[config.mk]
export PLATFORM = sky130hd
export DESIGN_NAME = cop_status_ctrl
export DESIGN_NICKNAME = d
export VERILOG_FILES = /design/src/rtl/cop_status_pkg.sv /design/src/rtl/cop_cmd_decode.sv /design/src/rtl/cop_flag_bank.sv /design/src/rtl/cop_pulse_gen.sv /design/src/rtl/cop_status_ctrl.sv
export SDC_FILE = /design/constraint.sdc
export NUM_CORES = 1
export LEC_CHECK = 0
export ABC_AREA = 0
export CORE_MARGIN = 2
export CORE_UTILIZATION = 32
export CTS_BUF_LIST = sky130_fd_sc_hd__clkbuf_4
export CTS_CLUSTER_DIAMETER = 120
export DETAILED_ROUTE_END_ITERATION = 10
export PLACE_DENSITY_LB_ADDON = 0.2
export SYNTH_ARGS = -nofsm -noshare
export SYNTH_HDL_FRONTEND = slang
export SYNTH_SLANG_ARGS = --single-unit
[constraint.sdc]
create_clock -name clk -period 0.8 [get_ports clk]
set_input_delay 0.08 -clock clk [delete_from_list [all_inputs] [get_ports clk]]
set_output_delay 0.08 -clock clk [all_outputs]
set_load 0.03 [all_outputs]
[src/rtl/cop_status_pkg.sv]
package cop_status_pkg;
  localparam int CMD_W   = 32;
  localparam int STAT_W  = 32;
  localparam int FIX_FLG = 4;               // halt, broke, single-step, int-on-break
  localparam int IDX_HALT  = 0;
  localparam int IDX_BROKE = 1;
  localparam int IDX_SSTEP = 2;
  localparam int IDX_IBRK  = 3;
  localparam int CMD_IRQ_CLR = 3;
  localparam int CMD_IRQ_SET = 4;

  // status bit position of flag index i
  function automatic int flag_pos(input int i);
    return (i < 2) ? i : i + 3;
  endfunction

  // command bit that clears flag index i
  function automatic int clr_bit(input int i);
    if (i == IDX_HALT)  return 0;
    if (i == IDX_BROKE) return 2;
    return 2 * i + 1;
  endfunction

  // command bit that sets flag index i (-1: no set bit)
  function automatic int set_bit(input int i);
    if (i == IDX_HALT)  return 1;
    if (i == IDX_BROKE) return -1;
    return 2 * i + 2;
  endfunction

  // clear first, then set
  function automatic logic pair_apply(input logic cur, input logic clr, input logic set);
    return (cur & ~clr) | set;
  endfunction

  function automatic logic may_start(input logic wake, input logic halt_n, input logic broke_n);
    return wake & ~halt_n & ~broke_n;
  endfunction
endpackage

[src/rtl/cop_cmd_decode.sv]
module cop_cmd_decode
  import cop_status_pkg::*;
#(
  parameter int NUM_SIG = 8,
  localparam int NFLAG = FIX_FLG + NUM_SIG
) (
  input  logic             cmd_valid,
  input  logic [CMD_W-1:0] cmd_word,
  output logic [NFLAG-1:0] clr_vec,
  output logic [NFLAG-1:0] set_vec,
  output logic             irq_clr_hit,
  output logic             irq_set_hit,
  output logic             wake_hit
);
  // every command bit is scanned; bits with no target fall through
  always_comb begin
    clr_vec     = '0;
    set_vec     = '0;
    irq_clr_hit = 1'b0;
    irq_set_hit = 1'b0;
    for (int b = 0; b < CMD_W; b++) begin
      for (int i = 0; i < NFLAG; i++) begin
        if (b == clr_bit(i)) clr_vec[i] = clr_vec[i] | (cmd_valid & cmd_word[b]);
        if (b == set_bit(i)) set_vec[i] = set_vec[i] | (cmd_valid & cmd_word[b]);
      end
      if (b == CMD_IRQ_CLR) irq_clr_hit = cmd_valid & cmd_word[b];
      if (b == CMD_IRQ_SET) irq_set_hit = cmd_valid & cmd_word[b];
    end
    wake_hit = clr_vec[IDX_HALT] | clr_vec[IDX_BROKE];
  end
endmodule

[src/rtl/cop_flag_bank.sv]
module cop_flag_bank
  import cop_status_pkg::*;
#(
  parameter int NFLAG = 12,
  parameter logic [NFLAG-1:0] RST_VAL = '0
) (
  input  logic             clk,
  input  logic             rst_n,
  input  logic [NFLAG-1:0] clr_vec,
  input  logic [NFLAG-1:0] set_vec,
  output logic [NFLAG-1:0] flags_d,
  output logic [NFLAG-1:0] flags_q
);
  for (genvar i = 0; i < NFLAG; i++) begin : g_flag
    assign flags_d[i] = pair_apply(flags_q[i], clr_vec[i], set_vec[i]);
    always_ff @(posedge clk) begin
      if (!rst_n) flags_q[i] <= RST_VAL[i];
      else        flags_q[i] <= flags_d[i];
    end

    // a set request always leaves the flag set
    assert_set_wins_R6: assert property (@(posedge clk) disable iff (!rst_n)
      set_vec[i] |=> flags_q[i]);
    // a lone clear leaves the flag cleared
    assert_clear_only_R2: assert property (@(posedge clk) disable iff (!rst_n)
      (clr_vec[i] && !set_vec[i]) |=> !flags_q[i]);
  end
endmodule

[src/rtl/cop_pulse_gen.sv]
module cop_pulse_gen
  import cop_status_pkg::*;
(
  input  logic clk,
  input  logic rst_n,
  input  logic wake_hit,
  input  logic halt_next,
  input  logic broke_next,
  input  logic irq_clr_hit,
  input  logic irq_set_hit,
  input  logic break_evt,
  input  logic ibrk_now,
  output logic irq_set_req,
  output logic irq_clr_req,
  output logic start_task
);
  logic brk_irq;
  assign brk_irq = break_evt & ibrk_now;

  always_ff @(posedge clk) begin
    if (!rst_n) begin
      irq_set_req <= 1'b0;
      irq_clr_req <= 1'b0;
      start_task  <= 1'b0;
    end else begin
      irq_set_req <= irq_set_hit | brk_irq;
      irq_clr_req <= irq_clr_hit;
      start_task  <= may_start(wake_hit, halt_next, broke_next);
    end
  end

  // clear request pulse follows its command bit one cycle later
  assert_irq_clr_follow_R7: assert property (@(posedge clk) disable iff (!rst_n)
    irq_clr_hit |=> irq_clr_req);
  // break with interrupt-on-break enabled raises the set request
  assert_brk_irq_R8: assert property (@(posedge clk) disable iff (!rst_n)
    brk_irq |=> irq_set_req);
  // no start without a halt or broke clear
  assert_start_needs_wake_R9: assert property (@(posedge clk) disable iff (!rst_n)
    !wake_hit |=> !start_task);
endmodule

[src/rtl/cop_status_ctrl.sv]
module cop_status_ctrl
  import cop_status_pkg::*;
#(
  parameter int NUM_SIG = 8
) (
  input  logic              clk,
  input  logic              rst_n,
  input  logic              cmd_valid,
  input  logic [CMD_W-1:0]  cmd_word,
  input  logic              break_evt,
  output logic [STAT_W-1:0] status_q,
  output logic              irq_set_req,
  output logic              irq_clr_req,
  output logic              start_task
);
  localparam int NFLAG = FIX_FLG + NUM_SIG;
  localparam logic [NFLAG-1:0] RST_FLAGS = NFLAG'(1) << IDX_HALT;

  logic [NFLAG-1:0] clr_vec, set_cmd, set_vec;
  logic [NFLAG-1:0] flags_d, flags_q;
  logic             irq_clr_hit, irq_set_hit, wake_hit;

  cop_cmd_decode #(.NUM_SIG(NUM_SIG)) u_dec (
    .cmd_valid   (cmd_valid),
    .cmd_word    (cmd_word),
    .clr_vec     (clr_vec),
    .set_vec     (set_cmd),
    .irq_clr_hit (irq_clr_hit),
    .irq_set_hit (irq_set_hit),
    .wake_hit    (wake_hit)
  );

  // broke is set only by the core's break event
  always_comb begin
    set_vec            = set_cmd;
    set_vec[IDX_BROKE] = break_evt;
  end

  cop_flag_bank #(.NFLAG(NFLAG), .RST_VAL(RST_FLAGS)) u_bank (
    .clk     (clk),
    .rst_n   (rst_n),
    .clr_vec (clr_vec),
    .set_vec (set_vec),
    .flags_d (flags_d),
    .flags_q (flags_q)
  );

  cop_pulse_gen u_pulse (
    .clk         (clk),
    .rst_n       (rst_n),
    .wake_hit    (wake_hit),
    .halt_next   (flags_d[IDX_HALT]),
    .broke_next  (flags_d[IDX_BROKE]),
    .irq_clr_hit (irq_clr_hit),
    .irq_set_hit (irq_set_hit),
    .break_evt   (break_evt),
    .ibrk_now    (flags_q[IDX_IBRK]),
    .irq_set_req (irq_set_req),
    .irq_clr_req (irq_clr_req),
    .start_task  (start_task)
  );

  // place flags at their status positions; the rest reads zero
  always_comb begin
    status_q = '0;
    for (int i = 0; i < NFLAG; i++) status_q[flag_pos(i)] = flags_q[i];
  end

  // a start is only issued when the core is neither halted nor broken
  assert_start_free_R9: assert property (@(posedge clk) disable iff (!rst_n)
    start_task |-> (!status_q[0] && !status_q[1]));
  // broke only rises after a break event
  assert_broke_source_R3: assert property (@(posedge clk) disable iff (!rst_n)
    $rose(status_q[1]) |-> $past(break_evt));
  // unused status positions stay zero
  assert_reserved_zero_R10: assert property (@(posedge clk) disable iff (!rst_n)
    (status_q[4:2] == 3'b0) && (status_q[STAT_W-1:flag_pos(NFLAG-1)+1] == '0));
  // with no command and no break, status holds
  assert_idle_hold_R11: assert property (@(posedge clk) disable iff (!rst_n)
    (!cmd_valid && !break_evt) |=> $stable(status_q));
endmodule

## Word-level counts from Yosys, hierarchy flattened

Index checks and enable logic that the tools add are counted.

- Bitwise gates (word level): 68

Operator list:

| kind | number |
|---|---|
| 1-bit AND | 40 |
| 1-bit NOT | 14 |
| 1-bit bitwise OR | 14 |

- Output and inout bits: 35
- Word-level logic and storage cells: 83
- Register bits: 15
- Input bits: 36

## Longest topological paths before layout

- Depth after elaboration: 7
- Depth in mapped cells: 4

## By module

A second synthesis with hierarchy kept.

- Cells, all modules: 108
- Area, all modules: 952.2 um^2

Modules (own cells, without submodules):

| module | sequential area each (um^2) | instances | area an instance (um^2) | cells each |
|---|---|---|---|---|
| cop_flag_bank | 240.2 | 1 | 495.5 | 50 |
| cop_cmd_decode | 0.0 | 1 | 212.7 | 30 |
| cop_status_ctrl | 0.0 | 1 | 153.9 | 21 |
| cop_pulse_gen | 60.1 | 1 | 90.1 | 7 |

## Worst setup path after synthesis

No wires, ideal clock.

- Path kind: reg-to-reg
- Start point: register u_bank.flags_q[0]
- End point: register u_pulse.start_task
- Stages on the path, launching flop included: 3
- Library setup time: 0.118 ns
- Data arrival time: 0.850 ns
- Setup slack: -0.168 ns
- Required time: 0.682 ns
- Clock period less this slack: 0.968 ns
- Buffers on the path: 0
- Cell sequence: dfxtp_1 a21bo_2 o2111a_1

- Longest elaborated chain between the ends: 5

Ends and longest elaborated chain:

| element | RTL line | source |
|---|---|---|
| from (decl) | cop_flag_bank.sv:12 | `output logic [NFLAG-1:0] flags_q` |
| from (signal, indexed assignment) | cop_flag_bank.sv:17 | `if (!rst_n) flags_q[i] <= RST_VAL[i];` |
| from (signal, indexed assignment) | cop_flag_bank.sv:18 | `else flags_q[i] <= flags_d[i];` |
| 1-bit AND | cop_status_pkg.sv:33 | `return (cur & ~clr) \| set;` |
| 1-bit bitwise OR | cop_status_pkg.sv:33 |  |
| 1-bit NOT | cop_status_pkg.sv:37 | `return wake & ~halt_n & ~broke_n;` |
| 1-bit AND (2 in a row) | cop_status_pkg.sv:37 |  |
| to (signal assigned) | cop_pulse_gen.sv:28 | `start_task <= may_start(wake_hit, halt_next, broke_next);` |
| to (decl) | cop_pulse_gen.sv:15 | `output logic start_task` |

No other way between the ends.
A chain may end at the register's enable or synchronous reset.

## Worst setup path after layout

- Start point: register u_bank.flags_q[1]
- End point: output port status_q[1]

RTL lines:

| element | RTL line | source |
|---|---|---|
| to (decl) | cop_status_ctrl.sv:11 | `output logic [STAT_W-1:0] status_q,` |

No word-level cell between the ends.

==> out/results.txt <==
The logs give 1 for the initial detailed-routing violation count and 0 for the final number of max-transition violations. The smallest hold slack is 319 ps. The clock network burns 23.1% of the power. At the later pin of the worst-skew pair, clock insertion delay measures 280 ps. Dividing the detail-routed wire length by the instance count gives 9.71 um. The tools report the share of total power in sequential cells as 44.6%.

The logs give -54.1 ps for the final worst slack and 32.3% for the share of total power in combinational logic. Setup repair after global routing could not meet its margin everywhere. The number of cells on the worst hold path is 4.

The count of cell types in the netlist was 19. Buffers added to address setup during post-CTS repair amount to 0. For the number of top-level pins, the log shows 71.

The die is 53.9 um wide. The critical path is of the flip-flop to primary output type. The wire-length estimate of the detail-placed layout is 1270 um.

The period utilization is 107%. The analysis attributes to cell leakage a power of 0.000566 uW. Number of logic stages on the critical path including buffering: 1.

The tools report the number of antenna violations at the first check in global routing as 0. The tightest min-delay check is of the primary input to flip-flop type. In the routed layout, each cell is associated on average with a via count of 4.01. The run finished, with violations left. Synthesis produced a netlist whose cell count is 83. The share of the Yosys chip area taken by registers is 37.7%.

The first TritonRoute pass finished after 2 iterations. The tools report the count of H-tree levels built during CTS as 1. For the first-pass GRT wire length, the log shows 2480 um. Based on the critical path, the design can be clocked at up to 1170 MHz. The buffer and inverter count on the worst path is 1, and the number of antenna-violating nets in the routed design is 0. Global routing finished with a remaining overflow of 0.

The logs give 17 for the maximum number of pins on one net before global-route repair and 0.630 for the routability congestion estimate. Leaving out filler cells and counting taps, the final layout contains 160. The run gives 0 as the DRC violation count after routing.

TritonCTS built the clock tree. Net switching is 31.8% of the power. The height of the die is 53.9 um. After clock tree synthesis, the flow added hold-fix buffers numbering 0.

In this run the deepest clock path goes through 2 buffers. The smallest clock period supported by the final layout is computed as 854 ps. Overall power consumption after layout is estimated at 1860 uW.

Summed over all layers, the routed wires come to 1550 um. Among all stages on the critical path, the largest delay is contributed by sky130_fd_sc_hd__dfxtp_2. The synthesized design contains 15 register bits. The checks that failed: setup timing. Final number of hold-violating endpoints: 0. For the global-route usage over all layers, the log shows 11.8%. The number of rows in the core area was 18; the post-synthesis average cell area was 9.59 sq um. Number of setup violations in the final report: 15. The clock transition time at the flip-flop clock pins of the worst setup and hold paths came out at 90 ps. The logs give 167 for the net count of the finished layout and 33.0% for the initial cell density of the core.

Type of element capturing the critical path: a primary output. The area growth from synthesis to layout is 58.5%. After detailed placement, the design holds a cell count of 156. The arrival time of the worst setup path is 770 ps, and the number of sinks on the clock net is 15. The logs give 591 uW for the total net switching power and 899 uV for the worst vdd rail ir drop. Total of max-cap violations: 0.

The signal on the critical path passes through buf_6. Dividing total power by cell area gives a power density of 1470 nW/um^2. Measured in cells, the most critical reg-to-reg path has a length of 2.

The largest fanout of any net on the critical path came out at 3. The fraction of final layout cells sized beyond drive strength 1 was 39.2%. Type of element launching the critical path: a flip-flop. The family with the most delay on the worst path was flip-flops.

The logs give 0 for the number of warnings reported in the yosys synthesis log and 1270 uW for the cell-internal power. Count of vias placed by the detailed router: 641. The die covers 2900 sq um. The root buffer selected by CTS was sky130_fd_sc_hd__clkbuf_4. Data on the critical path is required at its endpoint by 720 ps. In this design, the stage delay of the slowest critical-path cell is 360 ps. Clock buffer count from CTS: 3. The total area inside the core boundary comes to 2410 sq um. The synthesized cell area was 796 sq um.

Clock skew on the completed layout was measured at 0.173 ps. The port buffer count is 43. The via count of the first global-routing pass was 620; the antenna diode count was 0.
[power by group through the flow]
stage | registers [uW] | clock network [uW] | logic, uW
after CTS | 828 | 454 | 599
after global routing | 836 | 502 | 643
after global placement | 836 | 0 | 568
after detailed placement | 834 | 0 | 571
final | 828 | 429 | 601
after floorplan | 914 | 0 | 339
[cells in the mapped netlist (all sizes together)]
cell type / number / area (sq um)
a21bo: 11 / 110
a21boi: 2 / 15.0
a21oi: 10 / 80.1
a22oi: 1 / 7.51
and3: 1 / 6.26
buf: 25 / 193
conb: 1 / 3.75
dfxtp: 15 / 300
inv: 1 / 3.75
nand2: 11 / 41.3
nor2: 1 / 3.75
nor2b: 2 / 12.5
o2111a: 1 / 11.3
o21a: 1 / 7.51
[kinds of logic (layout without fill, tap and decap cells)]
kind of cell / Yosys count / after routing / share of synthesized area, %
AO/OA/AOI/OAI: 26 / 26 / 29.1
buffers and inverters: 26 / 54 / 24.7
flip-flops: 15 / 15 / 37.7
AND/OR/NAND/NOR: 15 / 15 / 8.02
other: 1 / 20 / 0.471
[placed cells by master (no fill, tap or decap)]
cell type                          n
sky130_fd_sc_hd__clkdlybuf4s50_1  27
sky130_fd_sc_hd__dlygate4sd2_1     1
sky130_fd_sc_hd__conb_1           20
sky130_fd_sc_hd__clkinv_2          1
sky130_fd_sc_hd__a22oi_1           1
sky130_fd_sc_hd__a21oi_1           2
sky130_fd_sc_hd__clkbuf_4          3
sky130_fd_sc_hd__a21bo_1           8
sky130_fd_sc_hd__o21a_1            1
sky130_fd_sc_hd__buf_6            16
sky130_fd_sc_hd__a21bo_2           2
sky130_fd_sc_hd__and3_1            1
sky130_fd_sc_hd__a21boi_1          1
sky130_fd_sc_hd__nor2_1            1
sky130_fd_sc_hd__nor2b_1           2
sky130_fd_sc_hd__a21bo_4           1
sky130_fd_sc_hd__dfxtp_2          15
sky130_fd_sc_hd__nand2_1          11
sky130_fd_sc_hd__a21oi_2           8
sky130_fd_sc_hd__inv_1             1
sky130_fd_sc_hd__o2111a_1          1
sky130_fd_sc_hd__a21boi_0          1
sky130_fd_sc_hd__buf_4             5
[worst paths after layout]
check,end,start,slack (ps)
worst min-delay path,u_bank.flags_q[0],cmd_valid,320
worst min register to register,u_pulse.irq_set_req,u_bank.flags_q[3],550
worst max register to register,u_pulse.start_task,u_bank.flags_q[0],10
worst max-delay path,status_q[1],u_bank.flags_q[1],-50
[registers in the layout, summed over array words and instances (netlist names)]
register	count
u_pulse.irq_clr_req	1
u_pulse.start_task	1
u_pulse.irq_set_req	1
u_bank.flags_q	12
[cell type report]
cell class / count / area [sq um]
Clock buffer: 3 / 22.5
Clock inverter: 1 / 5.00
Fill cell: 245 / 1150
Inverter: 1 / 3.75
Multi-Input combinational cell: 61 / 377
Sequential cell: 15 / 319
Tap cell: 30 / 37.5
Timing Repair Buffer: 49 / 497
[repair_timing]
| action | CTS | global route |
|---|---|---|
| resized for setup | 21 | 1 |
| setup endpoints to repair | 16 | 16 |
| cloned | 0 | 0 |
[through the flow]
stage / instance area [sq um] / util (%) / setup TNS, ps / setup WS, ps
final: 1260 / 52.3 / -395 / -54.1
after global routing: 1260 / 52.3 / -1120 / -94.8
after CTS: 1250 / 52.1 / -623 / -63.7
after detailed placement: 1160 / 48.3 / -3800 / -318
after global placement: 1160 / 48.3 / -3810 / -308
after floorplan: 881 / - / -68.5 / -68.5
[metal layers]
| layer | share of wire (%) | GRT usage (%) | vias to the layer above | wire length [um] |
|---|---|---|---|---|
| met5 | 0 | 0 | - | 0 |
| met4 | 0 | 3.85 | 0 | 0 |
| met3 | 11 | 5.28 | 0 | 173 |
| met2 | 46 | 19.5 | 35 | 721 |
| met1 | 42 | 13.4 | 280 | 658 |
| li1 | - | - | 326 | - |
(Power assumes the default switching activity.)
